==> src/rtl/timer_pkg.sv <==
// Shared word indices for the interval timer register port.
// Assumes a 32-byte window per timer, addressed by 32-bit words.
package timer_pkg;
    localparam int OFF_W = 5;

    typedef logic [2:0] word_t;

    localparam word_t WORD_LIMIT  = 3'd0;
    localparam word_t WORD_COUNT  = 3'd1;
    localparam word_t WORD_KEEP   = 3'd2;
    localparam word_t WORD_RSVD   = 3'd3;
    localparam word_t WORD_CONFIG = 3'd4;
endpackage

==> src/rtl/timer_core.sv <==
// One interval timer: a count, a limit and a sticky flag.
// The count advances on each tick. When the limit is nonzero and the count
// equals limit-1, the tick reloads the count to 1 and sets the flag.
// Assumes the register decoder asserts at most one strobe per cycle.
module timer_core #(
    parameter int VAL_W = 21
) (
    input  logic             clk,
    input  logic             rst_n,
    input  logic             tick,
    input  logic             load_wr,
    input  logic             keep_wr,
    input  logic             ack_rd,
    input  logic [VAL_W-1:0] new_limit,
    output logic [VAL_W-1:0] count,
    output logic [VAL_W-1:0] limit,
    output logic             flag
);
    logic wrap;

    // Terminal detect against the limit currently held.
    assign wrap = (limit != '0) && (count == limit - VAL_W'(1));

    // Count and limit storage.
    always_ff @(posedge clk) begin
        if (!rst_n) begin
            count <= VAL_W'(1);
            limit <= '0;
        end else if (load_wr) begin
            limit <= new_limit;
            count <= VAL_W'(1);
        end else begin
            if (keep_wr) limit <= new_limit;
            if (tick)    count <= wrap ? VAL_W'(1) : count + VAL_W'(1);
        end
    end

    // Sticky flag: a load clears it, a wrap sets it, an acknowledge clears it.
    always_ff @(posedge clk) begin
        if (!rst_n)             flag <= 1'b0;
        else if (load_wr)       flag <= 1'b0;
        else if (tick && wrap)  flag <= 1'b1;
        else if (ack_rd)        flag <= 1'b0;
    end

    a_r5_load_resets: assert property (@(posedge clk) disable iff (!rst_n)
        load_wr |=> (!flag && count == VAL_W'(1)));
    a_r6_keep_holds_flag: assert property (@(posedge clk) disable iff (!rst_n)
        (keep_wr && flag) |=> flag);
    a_r7_zero_limit_quiet: assert property (@(posedge clk) disable iff (!rst_n)
        (limit == '0) |=> !$rose(flag));
    a_r3_flag_needs_tick: assert property (@(posedge clk) disable iff (!rst_n)
        $rose(flag) |-> $past(tick));
    a_r4_ack_clears: assert property (@(posedge clk) disable iff (!rst_n)
        (ack_rd && !tick) |=> !flag);
endmodule

==> src/rtl/timer_regs.sv <==
// Register decoder for the timer array.
// It turns a single-cycle access into per-timer strobes, holds the
// configuration word and builds the combinational read data.
// Assumes timer indices at or above NUM_CPU+1 are unmapped.
module timer_regs #(
    parameter int NUM_CPU   = 4,
    parameter int DATA_W    = 32,
    parameter int FRAC_BITS = 10,
    localparam int NINST    = NUM_CPU + 1,
    localparam int INST_W   = $clog2(NINST),
    localparam int ADDR_W   = INST_W + timer_pkg::OFF_W,
    localparam int VAL_W    = DATA_W - FRAC_BITS - 1
) (
    input  logic                        clk,
    input  logic                        rst_n,
    input  logic                        bus_en,
    input  logic                        bus_wr,
    input  logic [ADDR_W-1:0]           bus_addr,
    input  logic [DATA_W-1:0]           bus_wdata,
    input  logic [NINST-1:0]            inst_flag,
    input  logic [NINST-1:0][VAL_W-1:0] inst_limit,
    input  logic [NINST-1:0][VAL_W-1:0] inst_count,
    output logic [NINST-1:0]            load_wr,
    output logic [NINST-1:0]            keep_wr,
    output logic [NINST-1:0]            ack_rd,
    output logic [VAL_W-1:0]            new_limit,
    output logic [DATA_W-1:0]           bus_rdata
);
    import timer_pkg::*;

    logic [INST_W-1:0]  inst_idx;
    logic [INST_W-1:0]  inst_safe;
    word_t              word_sel;
    logic               in_range;
    logic               is_sys;
    logic               cfg_wr;
    logic [NUM_CPU-1:0] cfg_q;

    assign inst_idx  = bus_addr[ADDR_W-1:OFF_W];
    assign word_sel  = bus_addr[OFF_W-1:2];
    assign in_range  = {1'b0, inst_idx} < (INST_W+1)'(NINST);
    assign inst_safe = in_range ? inst_idx : '0;
    assign is_sys    = inst_idx == INST_W'(NUM_CPU);
    assign new_limit = bus_wdata[DATA_W-2:FRAC_BITS];
    assign cfg_wr    = bus_en && bus_wr && is_sys && (word_sel == WORD_CONFIG);

    // Per-timer access strobes.
    for (genvar g = 0; g < NINST; g++) begin : g_strobe
        logic hit;
        assign hit        = bus_en && (inst_idx == INST_W'(g));
        assign load_wr[g] = hit &&  bus_wr && (word_sel == WORD_LIMIT);
        assign keep_wr[g] = hit &&  bus_wr && (word_sel == WORD_KEEP);
        assign ack_rd[g]  = hit && !bus_wr && (word_sel == WORD_LIMIT);
    end

    // Configuration word of the system timer.
    always_ff @(posedge clk) begin
        if (!rst_n)      cfg_q <= '0;
        else if (cfg_wr) cfg_q <= bus_wdata[NUM_CPU-1:0];
    end

    // Read data for the addressed word.
    always_comb begin
        bus_rdata = '0;
        if (bus_en && !bus_wr && in_range) begin
            case (word_sel)
                WORD_LIMIT, WORD_KEEP:
                    bus_rdata = {inst_flag[inst_safe], inst_limit[inst_safe], {FRAC_BITS{1'b0}}};
                WORD_COUNT:
                    bus_rdata = {1'b0, inst_count[inst_safe], {FRAC_BITS{1'b0}}};
                WORD_CONFIG:
                    if (is_sys) bus_rdata = DATA_W'(cfg_q);
                default:
                    bus_rdata = '0;
            endcase
        end
    end

    a_r9_cfg_stable: assert property (@(posedge clk) disable iff (!rst_n)
        !cfg_wr |=> $stable(cfg_q));
    a_r9_cfg_loads: assert property (@(posedge clk) disable iff (!rst_n)
        cfg_wr |=> (cfg_q == $past(bus_wdata[NUM_CPU-1:0])));
    a_r10_unmapped_quiet: assert property (@(posedge clk) disable iff (!rst_n)
        (bus_en && !in_range) |-> (load_wr == '0 && keep_wr == '0 && ack_rd == '0 && bus_rdata == '0));
endmodule

==> src/rtl/usec_limit_timer.sv <==
// Top of the interval timer array: NUM_CPU processor timers plus one system
// timer, all advanced by a shared one-microsecond tick.
// Assumes usec_tick is synchronous to clk and one cycle wide.
module usec_limit_timer #(
    parameter int NUM_CPU   = 4,
    parameter int DATA_W    = 32,
    parameter int FRAC_BITS = 10,
    localparam int NINST    = NUM_CPU + 1,
    localparam int INST_W   = $clog2(NINST),
    localparam int ADDR_W   = INST_W + timer_pkg::OFF_W,
    localparam int VAL_W    = DATA_W - FRAC_BITS - 1
) (
    input  logic               clk,
    input  logic               rst_n,
    input  logic               usec_tick,
    input  logic               bus_en,
    input  logic               bus_wr,
    input  logic [ADDR_W-1:0]  bus_addr,
    input  logic [DATA_W-1:0]  bus_wdata,
    output logic [DATA_W-1:0]  bus_rdata,
    output logic               irq_sys,
    output logic [NUM_CPU-1:0] irq_cpu
);
    logic [NINST-1:0]            flags;
    logic [NINST-1:0][VAL_W-1:0] limits;
    logic [NINST-1:0][VAL_W-1:0] counts;
    logic [NINST-1:0]            load_wr;
    logic [NINST-1:0]            keep_wr;
    logic [NINST-1:0]            ack_rd;
    logic [VAL_W-1:0]            new_limit;

    timer_regs #(
        .NUM_CPU   (NUM_CPU),
        .DATA_W    (DATA_W),
        .FRAC_BITS (FRAC_BITS)
    ) u_regs (
        .clk        (clk),
        .rst_n      (rst_n),
        .bus_en     (bus_en),
        .bus_wr     (bus_wr),
        .bus_addr   (bus_addr),
        .bus_wdata  (bus_wdata),
        .inst_flag  (flags),
        .inst_limit (limits),
        .inst_count (counts),
        .load_wr    (load_wr),
        .keep_wr    (keep_wr),
        .ack_rd     (ack_rd),
        .new_limit  (new_limit),
        .bus_rdata  (bus_rdata)
    );

    // One timer core per processor plus the system timer.
    for (genvar g = 0; g < NINST; g++) begin : g_timer
        timer_core #(.VAL_W(VAL_W)) u_core (
            .clk       (clk),
            .rst_n     (rst_n),
            .tick      (usec_tick),
            .load_wr   (load_wr[g]),
            .keep_wr   (keep_wr[g]),
            .ack_rd    (ack_rd[g]),
            .new_limit (new_limit),
            .count     (counts[g]),
            .limit     (limits[g]),
            .flag      (flags[g])
        );
    end

    assign irq_cpu = flags[NUM_CPU-1:0];
    assign irq_sys = flags[NUM_CPU];
endmodule

==> config.mk <==
export PLATFORM = sky130hd
export DESIGN_NAME = usec_limit_timer
export DESIGN_NICKNAME = d
export VERILOG_FILES = /design/src/rtl/timer_pkg.sv /design/src/rtl/timer_core.sv /design/src/rtl/timer_regs.sv /design/src/rtl/usec_limit_timer.sv
export SDC_FILE = /design/constraint.sdc
export NUM_CORES = 1
export LEC_CHECK = 0
export BUFFER_PORTS_ARGS = -buffer_cell sky130_fd_sc_hd__buf_2
export CORE_UTILIZATION = 40
export CTS_CLUSTER_DIAMETER = 50
export CTS_CLUSTER_SIZE = 20
export DETAILED_ROUTE_END_ITERATION = 6
export GPL_TIMING_DRIVEN = 0
export SETUP_SLACK_MARGIN = 0.4
export SLEW_MARGIN = 20
export SYNTH_ARGS = -nofsm -noshare
export SYNTH_HDL_FRONTEND = slang
export SYNTH_SLANG_ARGS = --single-unit
==> constraint.sdc <==
create_clock -name clk -period 4 [get_ports clk]
set_clock_uncertainty 0.05 [all_clocks]
set_input_delay 0.4 -clock clk [delete_from_list [all_inputs] [get_ports clk]]
set_output_delay 0.4 -clock clk [all_outputs]
set_load 0.02 [all_outputs]
==> summary.md, run 1 <==
| Metric | Value |
|---|---|
| Rows | 69 |
| Routed WL per cell | about 22 um |
| Fillers | between 3,000 and 4,000 |
| Mux cell area share after synthesis | less than 1% |
| Synth Area in Compound Gates | about 18% |
| Cell Chain, Critical Path | buf_2, nor2b_1, clkbuf_2, or2_2, clkbuf_1, clkbuf_2, o221ai_1, a31oi_1, nor3_1, nor3_1, buf_2 |
| Share of layout cells above drive strength 1 | roughly a tenth |
| Net Sw Power | 1.49 mW |
| GRT overflow | 0 |
| Core ar. | ~0.036 sq mm |
| Netlist cell types | 85 |
| Initial antenna violation count | 1 |
| Status | completed |
| GRT Total Usage | between 20 and 30% |
| TritonCTS sink count | 219 |
| CP top delay family | simple AND/OR/NAND/NOR gates |
| Top_reg_cell synth | dfxtp_1 |
| R2r setup slk | around 0.53 ns |
| Crit. End Element | output pin |
| Clk slew on worst S/H paths | around 0.070 ns |
| First-pass GRT wire length | ~83,000 um |
| Sequential share of power | around 41% |
| Rel. slew slack | between 20% and 30% |
| Critical Path Slowest Stage Cell | nor3_1 |
| Int Power | between 4 and 5 mW |
| Ports | 82 |
| Power per Cell Area | about 330 mW/mm^2 |
| Max stage delay on crit path | ~0.55 ns |
| Final Setup Violations | 0 |
| Drt via density | approximately 6.0 |
| YS warnings | 0 |
| Post-DP Area | approximately 0.016 sq mm |
| Register area share after synthesis | 29.7% |
| Final ANT Viol Nets | 0 |
| Synth Cell Area | 0.0147 sq mm |
| PortBufs | 64 |
| Initial Util | about 41% |
| Adder-Cell Fraction of Synth Area | ~1.3% |
| Startpoint Class | input port |
| Detailed Route Iter0 Violations | approximately 1,500 |
| MaxCap Viol Count | 0 |
| Fin area | between 0.015 and 0.02 sq mm |
| Largest net degree at the start of global routing | 16 |
| CTS tree | built |
| Post-Synth Simple-Gate Area | 30.8% |
| Minimum clock period | around 3.5 ns |
| Syn avg cell area | between 7 and 8 sq um |
| Number of flops mapped to enable cells by yosys | 0 |
| Leak pwr | 5.85 nW |
| Vias | around 15,000 |
| Final TNS setup | 0 ns |
| Critical-path maximum fanout | 10 |
| Clk pwr share | between 50% and 60% |
| CP required | approximately 3.6 ns |
| Die Ht | roughly 190 um |
| Final Hold Violating Endpoints | 0 |
| Yosys top cell area share | 29.7% |
| Final HPWL DP | between 40,000 and 50,000 um |
| Synth area leader | dfxtp_1 |
| Final core utilization | between 40% and 50% |
| Final nets | 2,084 |
| WP buf/inv | 5 |
| Num CTS Buffers | 29 |
| Crit path kind | in -> out |
| Area grow syn2layout | 13.9% |
| Post-synthesis xor/xnor area fraction | a little over an eighth |
| Clk buf depth | 3 |
| Final worst setup slack | between 0.4 and 0.5 ns |
| Vias in the first global route | ~14,000 |
| Drt drc | 0 |
| Final Cycle Share | 87.9% |
| Worst slack, placed | -0.0810 ns |
| Post-Syn Instances | ~1,900 |
| Max-slew violations | 0 |
| Switching Fraction | between 20% and 30% |
| Fmax | between 0.2 and 0.3 GHz |
| Ranking of synthesized cells by area | dfxtp_1, nand2_1, xor2_1 |
| Worst EP arrival | 3.07 ns |
| Root Driver | clkbuf_16 |
| Largest family of logic cells by synthesized area | simple AND/OR/NAND/NOR gates |
| DRT Pass-1 Iters | 6 |
| H-tree depth | 1 |
| Comb pwr share | 9.0% |
| Post-Route WL | between 50,000 and 60,000 um |
| Synthesis-stage register bit count | roughly 220 |
| Die Wd | approximately 190 um |
| Worst-Skew Late Latency | ~0.58 ns |
| Setup repair after global routing missed its margin | false |
| Total power | around 5.5 mW |
| Die area | around 0.038 sq mm |
| HP Class | in -> reg |
| Maximum VDD drop | just under 0.4 mV |
| Routability cong. | around 1.0 |
| Tightest Pin Transition | between 1 and 1.5 ns |
| Async set-or-reset flop fraction in the synthesized netlist | 0% |
-- worst paths after layout --
kind	depth (start not counted)	startpoint	end
max	11	bus_addr[6]	bus_rdata[18]
max reg2reg	13	g_timer[2].u_core.limit[0]	g_timer[2].u_core.count[15]
min reg2reg	2	g_timer[4].u_core.limit[1]	g_timer[4].u_core.limit[1]
min	3	bus_wdata[3]	u_regs.cfg_q[3]
-- per-layer routing --
| layer | wire [um] | global-route usage [%] | vias up |
|---|---|---|---|
| met5 | 0 | 0 | - |
| met4 | 3460 | 16.5 | 0 |
| met3 | 5000 | 5.34 | 174 |
| met2 | 24300 | 44.8 | 686 |
| met1 | 23100 | 37.4 | 7172 |
| li1 | - | - | 7043 |
-- repair_timing --
| action | 4_1_cts | 5_1_grt |
|---|---|---|
| hold buffers | 0 | 0 |
| endpoints found under the setup margin | 39 | 64 |
| gates resized for setup | 7 | 22 |
| pin swaps | 1 | 0 |
| buffers inserted | 2 | 0 |
-- layout make-up --
| type | instances | area, sq um | share of cell area, % |
|---|---|---|---|
| Multi-Input combinational cell | 1504 | 9560 | 57.0 |
| Sequential cell | 219 | 4380 | 26.1 |
| Buffer | 174 | 782 | 4.66 |
| Clock buffer | 32 | 757 | 4.51 |
| Tap cell | 461 | 577 | 3.44 |
| Timing Repair Buffer | 66 | 335 | 2.00 |
| Clock inverter | 20 | 270 | 1.61 |
| Inverter | 30 | 113 | 0.671 |
| Antenna cell | 2 | 5.00 | 0.0298 |
-- cells in the mapped netlist, drive strengths merged (5+ instances only) --
| master | number |
|---|---|
| nand2 | 370 |
| dfxtp | 219 |
| nor3 | 152 |
| clkbuf | 140 |
| xor2 | 112 |
| xnor2 | 110 |
| a21boi | 105 |
| nor2 | 96 |
| a31oi | 51 |
| nand3 | 41 |
| nand4 | 41 |
| o221ai | 41 |
| buf | 34 |
| inv | 30 |
| nor4 | 30 |
| o21ai | 29 |
| and3 | 27 |
| a221oi | 22 |
| or4 | 19 |
| and4 | 17 |
| or3 | 17 |
| ha | 15 |
| nor2b | 15 |
| nand2b | 14 |
| nand3b | 13 |
| a21oi | 12 |
| nor3b | 12 |
| a211oi | 11 |
| mux2i | 8 |
| or2 | 8 |
| o211ai | 7 |
| o21a | 7 |
| o22ai | 7 |
| a2111oi | 6 |
| nor4b | 6 |
| o31ai | 6 |
| a41oi | 5 |
| and2 | 5 |
| nand4b | 5 |
| o2111ai | 5 |
-- state kept, by name, summed over array words and instances (netlist names) --
register	flops
g_timer.u_core.count	105
g_timer.u_core.flag	5
g_timer.u_core.limit	105
u_regs.cfg_q	4
-- logic make-up after synthesis --
group	count (synthesis)
compound gates	350
xor+xnor	223
fa+ha+maj	15
buf+inv	204
flops	219
mux	11
other cells	1
simple gates	899
-- power by group through the flow --
stage                     Sequential (mW)  Clock [mW]  Combinational (mW)
after floorplan                      2.27           0               0.286
after global placement               2.28           0               0.470
after detailed placement             2.28           0               0.476
after CTS                            2.23        2.81               0.480
after global routing                 2.23        2.89               0.521
final                                2.23        2.78               0.495
-- tightest hold or removal path, stage by stage --
cell and delay (ns):
buf_2 0.07, mux2i_1 0.05, nor2b_1 0.09
-- layout by cell type, fill, tap and decap left out, types with 15 or more instances in the layout --
| master | n |
|---|---|
| or3_1 | 17 |
| and4_1 | 17 |
| nor2b_1 | 15 |
| nor2_1 | 96 |
| buf_2 | 72 |
| nand4_1 | 41 |
| a21boi_0 | 105 |
| nor3_1 | 127 |
| a31oi_1 | 51 |
| xor2_1 | 112 |
| o221ai_1 | 41 |
| nand2_1 | 370 |
| inv_1 | 30 |
| or4_1 | 16 |
| a221oi_1 | 22 |
| and3_1 | 27 |
| clkbuf_16 | 29 |
| nor3_2 | 25 |
| nor4_1 | 22 |
| nand3_1 | 40 |
| dfxtp_1 | 219 |
| o21ai_0 | 28 |
| clkbuf_1 | 131 |
| buf_4 | 16 |
| xnor2_1 | 110 |
-- per-stage QoR --
| stage | instances | hold slack, ns |
|---|---|---|
| after floorplan | 1927 | 0.414 |
| after global placement | 2452 | 0.443 |
| after detailed placement | 2452 | 0.452 |
| after CTS | 2506 | 0.0171 |
| after global routing | 2506 | 0.0456 |
| final | 2508 | 0.0314 |
Note: power is estimated with default switching activity, not from simulation.
==> run 2, diff against run 1 <==
--- a/config.mk
+++ b/config.mk
@@ -11,6 +11,7 @@
 export CTS_CLUSTER_SIZE = 20
 export DETAILED_ROUTE_END_ITERATION = 6
 export GPL_TIMING_DRIVEN = 0
+export HOLD_SLACK_MARGIN = 0.12
 export SETUP_SLACK_MARGIN = 0.4
 export SLEW_MARGIN = 20
 export SYNTH_ARGS = -nofsm -noshare
==> run 2 against run 1 <==
Effect of this change: cell area is 0.52% higher; critical endpoint unchanged; sequential power barely moved; via count barely moved; largest power group unchanged; register-to-register slack hardly changed; worst setup slack got worse by 0.023 ns.
==> summary.md, run 2 (synthesized netlist as in run 1, its figures left out) <==
| Metric | Value |
|---|---|
| Routability cong. | between 1 and 1.5 |
| Top flop regs | g_timer.u_core.count: 105 flops, g_timer.u_core.limit: 105 flops, g_timer.u_core.flag: 5 flops |
| Root Driver | clkbuf_16 |
| CTS tree | built |
| Crit path kind | in -> out |
| Worst EP arrival | ~3.1 ns |
| First-pass GRT wire length | about 84,000 um |
| DRT Pass-1 Iters | 6 |
| Area grow syn2layout | 14.4% |
| GRT overflow | 0 |
| Largest net degree at the start of global routing | 16 |
| Dpl cells | about 2,500 |
| Post-Route WL | between 50,000 and 60,000 um |
| Maximum VDD drop | around 0.39 mV |
| Hold_ws | 0.148 ns |
| Clk buf depth | 3 |
| Final Setup Violations | 0 |
| Startpoint Class | input port |
| Detailed Route Iter0 Violations | 1,490 |
| Final core utilization | 47.0% |
| TritonCTS sink count | around 220 |
| CP required | around 3.6 ns |
| Max-slew violations | 0 |
| Cell Chain, Critical Path | buf_2, nor2b_1, clkbuf_2, or2_2, clkbuf_1, clkbuf_2, o221ai_1, a31oi_1, nor3_1, nor3_1, buf_2 |
| Crit. End Element | output pin |
| Minimum clock period | 3.54 ns |
| MaxCap Viol Count | 0 |
| Ports | around 80 |
| Clk slew on worst S/H paths | 0.06 ns |
| Final HPWL DP | 43,000 um |
| Final Cycle Share | between 80% and 90% |
| Drt via density | 6.00 |
| Share of layout cells above drive strength 1 | around a tenth |
| Vias in the first global route | between 10,000 and 15,000 |
| Non-Filler Instances | 2,516 |
| Leak pwr | just under 6 nW |
| Initial antenna violation count | 1 |
| Initial Util | 41.1% |
| Final nets | between 2,000 and 2,500 |
| Max stage delay on crit path | around 0.55 ns |
| Vias | 15,086 |
| PortBufs | 64 |
| Die Wd | 194 um |
| Die area | about 0.038 sq mm |
| Core ar. | 0.0359 sq mm |
| Most common cell after layout, fill and taps aside | nand2_1 |
| Drt drc | 0 |
| GRT Total Usage | around 29% |
| Final ANT Viol Nets | 0 |
| Most frequent cells in the layout | nand2_1, dfxtp_1, clkbuf_1 |
| Power per Cell Area | about 330 mW/mm^2 |
| Critical-path maximum fanout | 10 |
| Tightest Pin Transition | around 1.1 ns |
| Routed WL per cell | 22.3 um |
| Status | completed |
| Worst-Skew Late Latency | between 0.5 and 0.6 ns |
| Die Ht | slightly below 200 um |
| Rel. slew slack | a little over a quarter |
| HP Class | in -> reg |
| Num CTS Buffers | 29 |
| Setup repair after global routing missed its margin | false |
| Rows | 69 |
| Critical Path Slowest Stage Cell | nor3_1 |
| Fmax | between 0.2 and 0.3 GHz |
| Final Hold Violating Endpoints | 0 |
| H-tree depth | 1 |
[run 2: worst max-delay path: cells and delay by family]
family,cells,cell delay (ns)
AND/OR/NAND/NOR,4,1.17
AO/OA/AOI/OAI,2,0.51
buffers and inverters,5,1.00
[run 2: through the flow]
| stage | power, mW | setup TNS [ns] | worst slack (ns) | area [sq um] |
|---|---|---|---|---|
| finish | 5.51 | 0 | 0.459 | 16900 |
| global route | 5.65 | 0 | 0.394 | 16900 |
| CTS | 5.53 | 0 | 0.400 | 16800 |
| detailed placement | 2.76 | -0.749 | -0.0810 | 15700 |
| global placement | 2.75 | 0 | 0.0204 | 15700 |
| floorplan | 2.56 | 0 | 0.771 | 14800 |
[run 2: power by group]
| part | switching [mW] | internal (mW) | total, mW |
|---|---|---|---|
| Combinational | 0.341 | 0.162 | 0.503 |
| Clock | 1.12 | 1.66 | 2.77 |
| Sequential | 0.0333 | 2.20 | 2.23 |
[run 2: per-layer routing]
| layer | part of all wire (%) | GRT usage (%) |
|---|---|---|
| met4 | 6.3 | 16.2 |
| met3 | 9.3 | 5.50 |
| met1 | 41 | 37.3 |
| met5 | 0 | 0 |
| met2 | 43 | 45.2 |
[run 2: path summary, 6_finish.rpt]
path         depth (start not counted)  slack [ns]                     endpoint                        from
max                                 11        0.46                bus_rdata[18]                 bus_addr[6]
max reg2reg                         13        0.53  g_timer[2].u_core.count[15]  g_timer[2].u_core.limit[0]
min                                  3        0.15  g_timer[3].u_core.limit[20]               bus_wdata[30]
min reg2reg                          2        0.46   g_timer[4].u_core.limit[1]  g_timer[4].u_core.limit[1]
[run 2: final cells by class]
type	instances	area, sq um
clock inverter	20	270
clock buffer	32	757
timing repair buffer	75	425
fill	3626	19000
multi-input combinational	1504	9560
tap	461	577
inverter	30	113
sequential	219	4380
buffer	174	782
antenna	1	2.50
[run 2: repair_timing]
action | CTS | global route
pin swaps | 1 | 0
endpoints found under the setup margin | 39 | 64
endpoints found under the hold margin | 13 | 0
setup buffers | 2 | 0
gates resized for setup | 7 | 22
hold buffers | 9 | 0
